[src/rtl/adc_sfe_pkg.sv]
package adc_sfe_pkg;
  // global register byte offsets
  localparam int OFS_ENABLE = 'h00;
  localparam int OFS_RAW    = 'h04;
  localparam int OFS_MASK   = 'h08;
  localparam int OFS_MIS    = 'h0C;
  localparam int OFS_OVF    = 'h10;
  localparam int OFS_TSEL   = 'h14;
  localparam int OFS_UNF    = 'h18;
  // sequencer windows: 32 bytes each, first at 0x40 (window index 2)
  localparam int WIN_SHIFT  = 5;
  localparam int WIN_FIRST  = 2;
  localparam int SQ_MUX     = 'h0;
  localparam int SQ_CTL     = 'h4;
  localparam int SQ_DATA    = 'h8;
  localparam int SQ_STAT    = 'hC;
  // status word flag positions
  localparam int ST_EMPTY_BIT = 8;
  localparam int ST_FULL_BIT  = 12;
  localparam logic [3:0]  TSEL_TIMER = 4'd5;
  localparam logic [31:0] MUX_KEEP   = 32'h3333_3333;
  localparam logic [31:0] LCG_MUL    = 32'd314159;
  localparam int          SMPL_BASE  = 'h200;

  function automatic logic [31:0] lcg_next(input logic [31:0] s);
    return s * LCG_MUL + 32'd1;
  endfunction
endpackage

[src/rtl/adc_sfe_fifo.sv]
module adc_sfe_fifo #(
  parameter int DEPTH = 16,
  parameter int DW    = 10,
  localparam int PW   = $clog2(DEPTH)
) (
  input  logic          clk,
  input  logic          rst_n,
  input  logic          push_i,
  input  logic [DW-1:0] push_data_i,
  input  logic          pop_i,
  output logic [DW-1:0] pop_data_o,
  output logic [PW-1:0] rd_ptr_o,
  output logic [PW-1:0] wr_ptr_o,
  output logic          empty_o,
  output logic          full_o,
  output logic          pushed_o,
  output logic          dropped_o,
  output logic          starved_o
);
  logic [DW-1:0] mem_q [DEPTH];
  logic [PW-1:0] rd_q, rd_d, wr_q, wr_d;
  logic          empty_q, empty_d, full_q, full_d;
  logic          push_ok, pop_ok;

  // both decisions use the flags from before this cycle
  assign push_ok = push_i & ~full_q;
  assign pop_ok  = pop_i & ~empty_q;

  always_comb begin
    rd_d    = rd_q;
    wr_d    = wr_q;
    empty_d = empty_q;
    full_d  = full_q;
    if (push_ok) wr_d = wr_q + PW'(1);
    if (pop_ok)  rd_d = rd_q + PW'(1);
    if (push_ok && !pop_ok) begin
      empty_d = 1'b0;
      full_d  = (wr_d == rd_q);
    end else if (pop_ok && !push_ok) begin
      full_d  = 1'b0;
      empty_d = (rd_d == wr_q);
    end
  end

  always_ff @(posedge clk or negedge rst_n) begin
    if (!rst_n) begin
      rd_q    <= '0;
      wr_q    <= '0;
      empty_q <= 1'b1;
      full_q  <= 1'b0;
    end else begin
      rd_q    <= rd_d;
      wr_q    <= wr_d;
      empty_q <= empty_d;
      full_q  <= full_d;
    end
  end

  // storage carries no reset
  always_ff @(posedge clk) begin
    if (push_ok) mem_q[wr_q] <= push_data_i;
  end

  assign pop_data_o = empty_q ? '0 : mem_q[rd_q];
  assign rd_ptr_o   = rd_q;
  assign wr_ptr_o   = wr_q;
  assign empty_o    = empty_q;
  assign full_o     = full_q;
  assign pushed_o   = push_ok;
  assign dropped_o  = push_i & full_q;
  assign starved_o  = pop_i & empty_q;
endmodule

[src/rtl/adc_sfe_lcg.sv]
module adc_sfe_lcg
  import adc_sfe_pkg::*;
#(
  parameter int NSEQ = 4,
  parameter int DW   = 10
) (
  input  logic                     clk,
  input  logic                     rst_n,
  input  logic [NSEQ-1:0]          adv_i,
  output logic [NSEQ-1:0][DW-1:0]  smpl_o
);
  logic [31:0]            state_q;
  logic [NSEQ:0][31:0]    chain;

  assign chain[0] = state_q;

  // one step per qualifying sequencer, ascending index
  for (genvar k = 0; k < NSEQ; k++) begin : g_step
    logic [31:0] stepped;
    assign stepped     = lcg_next(chain[k]);
    assign chain[k+1]  = adv_i[k] ? stepped : chain[k];
    assign smpl_o[k]   = DW'(SMPL_BASE) + DW'(stepped[18:16]);
  end

  always_ff @(posedge clk or negedge rst_n) begin
    if (!rst_n)       state_q <= '0;
    else if (|adv_i)  state_q <= chain[NSEQ];
  end
endmodule

[src/rtl/adc_sfe_top.sv]
module adc_sfe_top
  import adc_sfe_pkg::*;
#(
  parameter int NSEQ  = 4,
  parameter int DEPTH = 16,
  parameter int DW    = 10,
  parameter int AW    = 8
) (
  input  logic            clk,
  input  logic            rst_n,
  input  logic            bus_sel_i,
  input  logic            bus_wr_i,
  input  logic [AW-1:0]   bus_addr_i,
  input  logic [31:0]     bus_wdata_i,
  output logic [31:0]     bus_rdata_o,
  input  logic            trig_i,
  input  logic            conv_attached_i,
  input  logic [DW-1:0]   conv_data_i,
  output logic [NSEQ-1:0] irq_o
);
  localparam int PW = $clog2(DEPTH);
  localparam int TW = 4 * NSEQ;

  logic [NSEQ-1:0]         en_q, en_d, mask_q, mask_d, raw_q, raw_d;
  logic [NSEQ-1:0]         ovf_q, ovf_d, unf_q, unf_d;
  logic [TW-1:0]           tsel_q, tsel_d;
  logic [NSEQ-1:0][31:0]   smux_q, smux_d, sctl_q, sctl_d;

  logic                    wr_acc, rd_acc;
  logic [NSEQ-1:0]         win_hit, pop_req, qualify, pushed, dropped, starved;
  logic [NSEQ-1:0][DW-1:0] gen_smpl, pop_data;
  logic [NSEQ-1:0][31:0]   stat_w;

  assign wr_acc = bus_sel_i & bus_wr_i;
  assign rd_acc = bus_sel_i & ~bus_wr_i;

  adc_sfe_lcg #(.NSEQ(NSEQ), .DW(DW)) u_lcg (
    .clk    (clk),
    .rst_n  (rst_n),
    .adv_i  (qualify & {NSEQ{~conv_attached_i}}),
    .smpl_o (gen_smpl)
  );

  for (genvar n = 0; n < NSEQ; n++) begin : g_seq
    logic [PW-1:0] rd_ptr, wr_ptr;
    logic          empty, full;
    logic [31:0]   word;

    assign win_hit[n] = bus_sel_i &&
                        (bus_addr_i[AW-1:WIN_SHIFT] == (AW-WIN_SHIFT)'(WIN_FIRST + n));
    assign pop_req[n] = win_hit[n] & ~bus_wr_i &
                        (bus_addr_i[WIN_SHIFT-1:0] == WIN_SHIFT'(SQ_DATA));
    assign qualify[n] = trig_i & en_q[n] & (tsel_q[4*n +: 4] == TSEL_TIMER);

    adc_sfe_fifo #(.DEPTH(DEPTH), .DW(DW)) u_fifo (
      .clk         (clk),
      .rst_n       (rst_n),
      .push_i      (qualify[n]),
      .push_data_i (conv_attached_i ? conv_data_i : gen_smpl[n]),
      .pop_i       (pop_req[n]),
      .pop_data_o  (pop_data[n]),
      .rd_ptr_o    (rd_ptr),
      .wr_ptr_o    (wr_ptr),
      .empty_o     (empty),
      .full_o      (full),
      .pushed_o    (pushed[n]),
      .dropped_o   (dropped[n]),
      .starved_o   (starved[n])
    );

    always_comb begin
      word                = '0;
      word[PW-1:0]        = rd_ptr;
      word[2*PW-1:PW]     = wr_ptr;
      word[ST_EMPTY_BIT]  = empty;
      word[ST_FULL_BIT]   = full;
    end
    assign stat_w[n] = word;
  end

  // next state of the register file
  always_comb begin
    logic [NSEQ-1:0] raw_clr, ovf_clr, unf_clr;
    raw_clr = '0;
    ovf_clr = '0;
    unf_clr = '0;
    en_d    = en_q;
    mask_d  = mask_q;
    tsel_d  = tsel_q;
    smux_d  = smux_q;
    sctl_d  = sctl_q;
    if (wr_acc) begin
      case (bus_addr_i)
        AW'(OFS_ENABLE): en_d    = bus_wdata_i[NSEQ-1:0];
        AW'(OFS_MASK):   mask_d  = bus_wdata_i[NSEQ-1:0];
        AW'(OFS_MIS):    raw_clr = bus_wdata_i[NSEQ-1:0];
        AW'(OFS_OVF):    ovf_clr = bus_wdata_i[NSEQ-1:0];
        AW'(OFS_TSEL):   tsel_d  = bus_wdata_i[TW-1:0];
        AW'(OFS_UNF):    unf_clr = bus_wdata_i[NSEQ-1:0];
        default: ;
      endcase
      for (int n = 0; n < NSEQ; n++) begin
        if (win_hit[n]) begin
          if (bus_addr_i[WIN_SHIFT-1:0] == WIN_SHIFT'(SQ_MUX))
            smux_d[n] = bus_wdata_i & MUX_KEEP;
          if (bus_addr_i[WIN_SHIFT-1:0] == WIN_SHIFT'(SQ_CTL))
            sctl_d[n] = bus_wdata_i;
        end
      end
    end
    // a new event wins over a clear in the same cycle
    raw_d = (raw_q & ~raw_clr) | pushed;
    ovf_d = (ovf_q & ~ovf_clr) | dropped;
    unf_d = (unf_q & ~unf_clr) | starved;
  end

  always_ff @(posedge clk or negedge rst_n) begin
    if (!rst_n) begin
      en_q   <= '0;
      mask_q <= '0;
      raw_q  <= '0;
      ovf_q  <= '0;
      unf_q  <= '0;
      tsel_q <= '0;
      smux_q <= '0;
      sctl_q <= '0;
    end else begin
      if (wr_acc) begin
        en_q   <= en_d;
        mask_q <= mask_d;
        tsel_q <= tsel_d;
        smux_q <= smux_d;
        sctl_q <= sctl_d;
      end
      raw_q <= raw_d;
      ovf_q <= ovf_d;
      unf_q <= unf_d;
    end
  end

  // read data, valid during the access cycle
  always_comb begin
    bus_rdata_o = '0;
    if (rd_acc) begin
      case (bus_addr_i)
        AW'(OFS_ENABLE): bus_rdata_o = 32'(en_q);
        AW'(OFS_RAW):    bus_rdata_o = 32'(raw_q);
        AW'(OFS_MASK):   bus_rdata_o = 32'(mask_q);
        AW'(OFS_MIS):    bus_rdata_o = 32'(raw_q & mask_q);
        AW'(OFS_OVF):    bus_rdata_o = 32'(ovf_q);
        AW'(OFS_TSEL):   bus_rdata_o = 32'(tsel_q);
        AW'(OFS_UNF):    bus_rdata_o = 32'(unf_q);
        default: ;
      endcase
      for (int n = 0; n < NSEQ; n++) begin
        if (win_hit[n]) begin
          case (bus_addr_i[WIN_SHIFT-1:0])
            WIN_SHIFT'(SQ_MUX):  bus_rdata_o = smux_q[n];
            WIN_SHIFT'(SQ_CTL):  bus_rdata_o = sctl_q[n];
            WIN_SHIFT'(SQ_DATA): bus_rdata_o = 32'(pop_data[n]);
            WIN_SHIFT'(SQ_STAT): bus_rdata_o = stat_w[n];
            default: ;
          endcase
        end
      end
    end
  end

  assign irq_o = raw_q & mask_q;
endmodule

[config.mk]
export PLATFORM = sky130hd
export DESIGN_NAME = adc_sfe_top
export DESIGN_NICKNAME = d
export VERILOG_FILES = /design/src/rtl/adc_sfe_pkg.sv /design/src/rtl/adc_sfe_fifo.sv /design/src/rtl/adc_sfe_lcg.sv /design/src/rtl/adc_sfe_top.sv
export SDC_FILE = /design/constraint.sdc
export NUM_CORES = 2
export LEC_CHECK = 0
export BUFFER_PORTS_ARGS = -buffer_cell sky130_fd_sc_hd__buf_2
export CAP_MARGIN = 40
export CORE_ASPECT_RATIO = 0.6
export CORE_UTILIZATION = 55
export DETAILED_ROUTE_END_ITERATION = 16
export GPL_TIMING_DRIVEN = 0
export PLACE_DENSITY_LB_ADDON = 0.1
export REMOVE_ABC_BUFFERS = 1
export SYNTH_ARGS = -nofsm -noshare
export SYNTH_HDL_FRONTEND = slang
export SYNTH_SLANG_ARGS = --single-unit
[constraint.sdc]
create_clock -name clk -period 24.3 [get_ports clk]
set_input_delay 1.215 -clock clk [delete_from_list [all_inputs] [get_ports clk]]
set_output_delay 1.215 -clock clk [all_outputs]
set_load 0.02 [all_outputs]
==> metrics.md <==
| Metric | Value |
|---|---|
| Commonest non-fill, non-tap cell in the layout | edfxtp_1 |
| Die height | 243.1 um |
| Post-route minimum period | around 21 ns |
| Residual DRC | 0 |
| Worst-skew pair later-pin latency | 0.68 ns |
| Ys async rst share | 30.96% |
| Top Usage Layer GRT | met1 |
| GRT overflow | 0 |
| Starting Density | 55.51% |
| Power density over the cells | 52.99 nW/um^2 |
| Avg WL per Cell | 25.25 um |
| Die ar. | 98190 sq um |
| Leakage power | about 25 nW |
| Combinational fraction of design power | roughly 3.6% |
| GRT met2 Usage | 36.65% |
| Worst path max stage delay | 0.75 ns |
| Vias | between 30000 and 40000 |
| Vias in the first global route | 31537 |
| Clock transition at path regs | 0.07 ns |
| Vias per inst | 5.963 |
| Routed Wire Length | 139300 um |
| GRT met1 Usage | about half |
| M3 GR Usage | approximately 6.5% |
| H-tree levels | 3 |
| Non-Filler Instances | 5516 |
| R2R Path End | g_seq[3].u_fifo.mem_q[6][2] |
| Most frequent cells in the layout | edfxtp_1, inv_1, ha_1 |
| CTS Buf Count | 82 |
| Sw Ratio | 21.54% |
| Number of port buffers | 91 |
| Max Fanout on Critical Path | 16 |
| Seq/Total Area, Yosys | 49.55% |
| Total of max-cap violations | 0 |
| Fraction of the mapped netlist area in compound gates | 7.032% |
| FP Rows | 88 |
| Largest net degree at the start of global routing | 103 |
| Crit path kind | register to register |
| Max clock buf depth | 3 |
| DRT iter0 DRCs | 3840 |
| Startpoint Class | register |
| Worst Hold End | unf_q[0] |
| Tcrit/Tclk final | 88.13% |
| Initial antenna violation count | 7 |
| Syn-to-layout area delta | 11.60% |
| Synth Area in Adders | 18.02% |
| Avg Cell Area, Syn | 13.46 sq um |
| Clk_skew | 0.02912 ns |
| FF+latch count, synth | 927 |
| Synth warn | 0 |
| Hold path cells | 1 |
| Inst Count DP | approximately 5400 |
| # hold bufs at CTS | 0 |
| Sum of negative setup slack | 0 ns |
| Worst Tran Pin Value | 1.178 ns |
| Cell Area, Synth | 53290 sq um |
| FMAX | 46.69 MHz |
| CP most frequent cell | fa_1 |
| RSZ-0062 raised after global routing | false |
| Fin. max-slew vios | 0 |
| Pre-Repair DR Iteration Count | 5 |
| Peak supply drop | approximately 61 uV |
| DIE WIDTH | slightly above 400 um |
| Max-slew headroom | about 21% |
| Final ANT Viol Nets | 0 |
| P_sw | 0.6787 mW |
| Register share of total power | 54.2% |
| Post-synth cell types | 83 |
| Worst r2r src | u_lcg.state_q[6] |
| Root buffer cell | clkbuf_16 |
| Reg2Reg Depth | 72 |
| Gr usage total | 28.96% |
| Fraction of layout cells with a size suffix above 1 | 20.33% |
| Cells after Synth | 3960 |
| Hold Fails Final Rpt | 0 |
| Clock power frac | 42.1% |
| Setup violators final | 0 |
| WP data required | 24.80 ns |
| Fillers | between 7000 and 8000 |
| Worst Path Arrival | about 22 ns |
| Worst min path class | register to register |
| CTS tree | done |
| Worst path slowest cell | mux2i_1 |
| Simple-Gate Fraction of Synth Area | 4.306% |
| Ports | 92 |
| CTS resizes | 0 |
| Post-synthesis mux area share | between 10% and 20% |
| Clk sinks | 927 |
| Flop2flop setup slack | 2.88 ns |
| Post-Synth XOR/XNOR Area | 3.545% |
| First-pass GRT wire length | 210100 um |
| Routability Congestion | 0.9140 |
| Post-synth EDFFs | 640 |
| Prevailing post-synth register cell | edfxtp_1 |
| Nets | 4800 |
| Largest family of logic cells by synthesized area | adder cells |
| CP Capture Type | register |
| DP Wirelength | 103900 um |
| Outcome | complete, no violations |
| P_int | 2.473 mW |
| # Post-CTS Setup Buffers | 0 |
| Start point of the worst hold path | unf_q[0] |
| CORE AREA | 96010 sq um |
[worst max-delay path: cells and delay by family (launching register included)]
family                     cells  cell delay (ns)
muxes                          1             0.75
and+or+nand+nor                4             0.92
DFF                            1             0.73
xor gates and xnor gates      12             2.87
AOI/OAI and AO/OA              9             2.24
buffers and inverters         19             1.98
adders and majority gates     27            11.69
[cell type report]
type,instances,area [sq um],area share (%)
Sequential cell,927,26420,44.43
Multi-Input combinational cell,2343,24490,41.18
Clock buffer,96,2136,3.591
Clock inverter,58,556.8,0.9362
Timing Repair Buffer,250,2223,3.738
Inverter,532,1997,3.358
Tap cell,1305,1633,2.745
Antenna cell,5,12.51,0.02104
[synth_stat cells, types with 5 or more instances]
| library cell | n | share of area (%) |
|---|---|---|
| a211oi_1 | 7 | 0.099 |
| a21o_1 | 22 | 0.31 |
| a21oi_1 | 126 | 1.2 |
| a221oi_1 | 45 | 0.74 |
| a222oi_1 | 6 | 0.11 |
| a22o_1 | 6 | 0.099 |
| a22oi_1 | 111 | 1.6 |
| a31oi_1 | 10 | 0.12 |
| a32o_1 | 12 | 0.23 |
| and2_1 | 18 | 0.21 |
| and3_1 | 7 | 0.082 |
| buf_1 | 26 | 0.18 |
| clkbuf_1 | 130 | 0.92 |
| dfrtp_1 | 283 | 13 |
| edfxtp_1 | 640 | 36 |
| fa_1 | 266 | 10 |
| ha_1 | 342 | 8.0 |
| inv_1 | 527 | 3.7 |
| mux2_2 | 265 | 5.6 |
| mux2i_1 | 91 | 1.7 |
| mux4_2 | 125 | 5.3 |
| nand2_1 | 120 | 0.85 |
| nand2b_1 | 15 | 0.18 |
| nand3_1 | 35 | 0.33 |
| nand4_1 | 11 | 0.13 |
| nor2_1 | 179 | 1.3 |
| nor2b_1 | 10 | 0.12 |
| nor3_1 | 45 | 0.42 |
| nor4_1 | 7 | 0.082 |
| o211ai_1 | 7 | 0.099 |
| o21a_1 | 19 | 0.27 |
| o21ai_0 | 101 | 0.95 |
| o21bai_1 | 8 | 0.11 |
| o22ai_1 | 31 | 0.36 |
| o31ai_1 | 8 | 0.11 |
| or2_2 | 7 | 0.082 |
| or3_1 | 14 | 0.16 |
| xnor2_1 | 156 | 2.6 |
| xnor3_1 | 5 | 0.21 |
| xor2_1 | 40 | 0.66 |
[power groups by stage]
| stage | Sequential, mW | Clock [mW] | Combinational (mW) |
|---|---|---|---|
| 6_report | 1.71 | 1.33 | 0.114 |
| 5_1_grt | 1.71 | 1.41 | 0.123 |
| 4_1_cts | 1.71 | 1.35 | 0.114 |
| 3_5_place_dp | 1.74 | 0 | 0.114 |
| 3_3_place_gp | 1.75 | 0 | 0.0994 |
| 2_1_floorplan | 1.74 | 0 | 0.0510 |
[flip-flops by register name, summed over array words and instances (netlist names)]
name and count:
g_seq.u_fifo.rd_ptr_o 16, raw_q 4, en_q 4, g_seq.u_fifo.full_o 4, u_lcg.state_q 19, g_seq.u_fifo.empty_o 4
mask_q 4, ovf_q 4, sctl_q 128, g_seq.u_fifo.wr_ptr_o 16, smux_q 64, tsel_q 16
g_seq.u_fifo.mem_q 640, unf_q 4
[metal layers]
| layer | up-vias | wire (um) |
|---|---|---|
| li1 | 14567 | - |
| met1 | 16778 | 69410 |
| met2 | 1411 | 54320 |
| met3 | 133 | 13510 |
| met4 | 2 | 2004 |
| met5 | - | 13 |
[metrics by stage]
| stage | total power, mW | hold WS (ns) | utilization, % | cell area (sq um) | setup WS, ns |
|---|---|---|---|---|---|
| finish | 3.151 | 0.5053 | 61.94 | 59470 | 2.884 |
| global route | 3.240 | 0.5164 | 61.94 | 59470 | 2.147 |
| CTS | 3.171 | 0.5001 | 61.89 | 59420 | 3.144 |
| detailed placement | 1.856 | 0.4853 | 59.08 | 56730 | 3.300 |
| global placement | 1.850 | 0.4723 | 57.06 | 54790 | 2.081 |
| floorplan | 1.795 | 0.4482 | - | 52700 | 5.715 |
[how the worst max path moves through the flow]
stage	startpoint	endpoint	slack, ns	cells past startpoint
finish	u_lcg.state_q[6]	g_seq[3].u_fifo.mem_q[6][2]	2.88	72
global route	u_lcg.state_q[6]	g_seq[3].u_fifo.mem_q[13][2]	2.15	76
CTS	u_lcg.state_q[6]	g_seq[3].u_fifo.mem_q[13][2]	3.14	72
detailed placement	u_lcg.state_q[6]	g_seq[3].u_fifo.mem_q[3][2]	3.30	72
global placement	u_lcg.state_q[6]	g_seq[3].u_fifo.mem_q[3][2]	2.08	70
floorplan	u_lcg.state_q[7]	g_seq[3].u_fifo.mem_q[0][2]	5.71	70
[logic make-up (layout without fill, tap and decap cells)]
family | Yosys count | in the layout
AO/OA/AOI/OAI | 557 | 557
XOR/XNOR | 204 | 204
adder cells (fa/ha/maj) | 608 | 608
buffers and inverters | 690 | 936
flip-flops | 927 | 927
multiplexers | 484 | 484
other | 0 | 5
AND/OR/NAND/NOR | 490 | 490
Note: power is estimated with default switching activity, not from simulation.
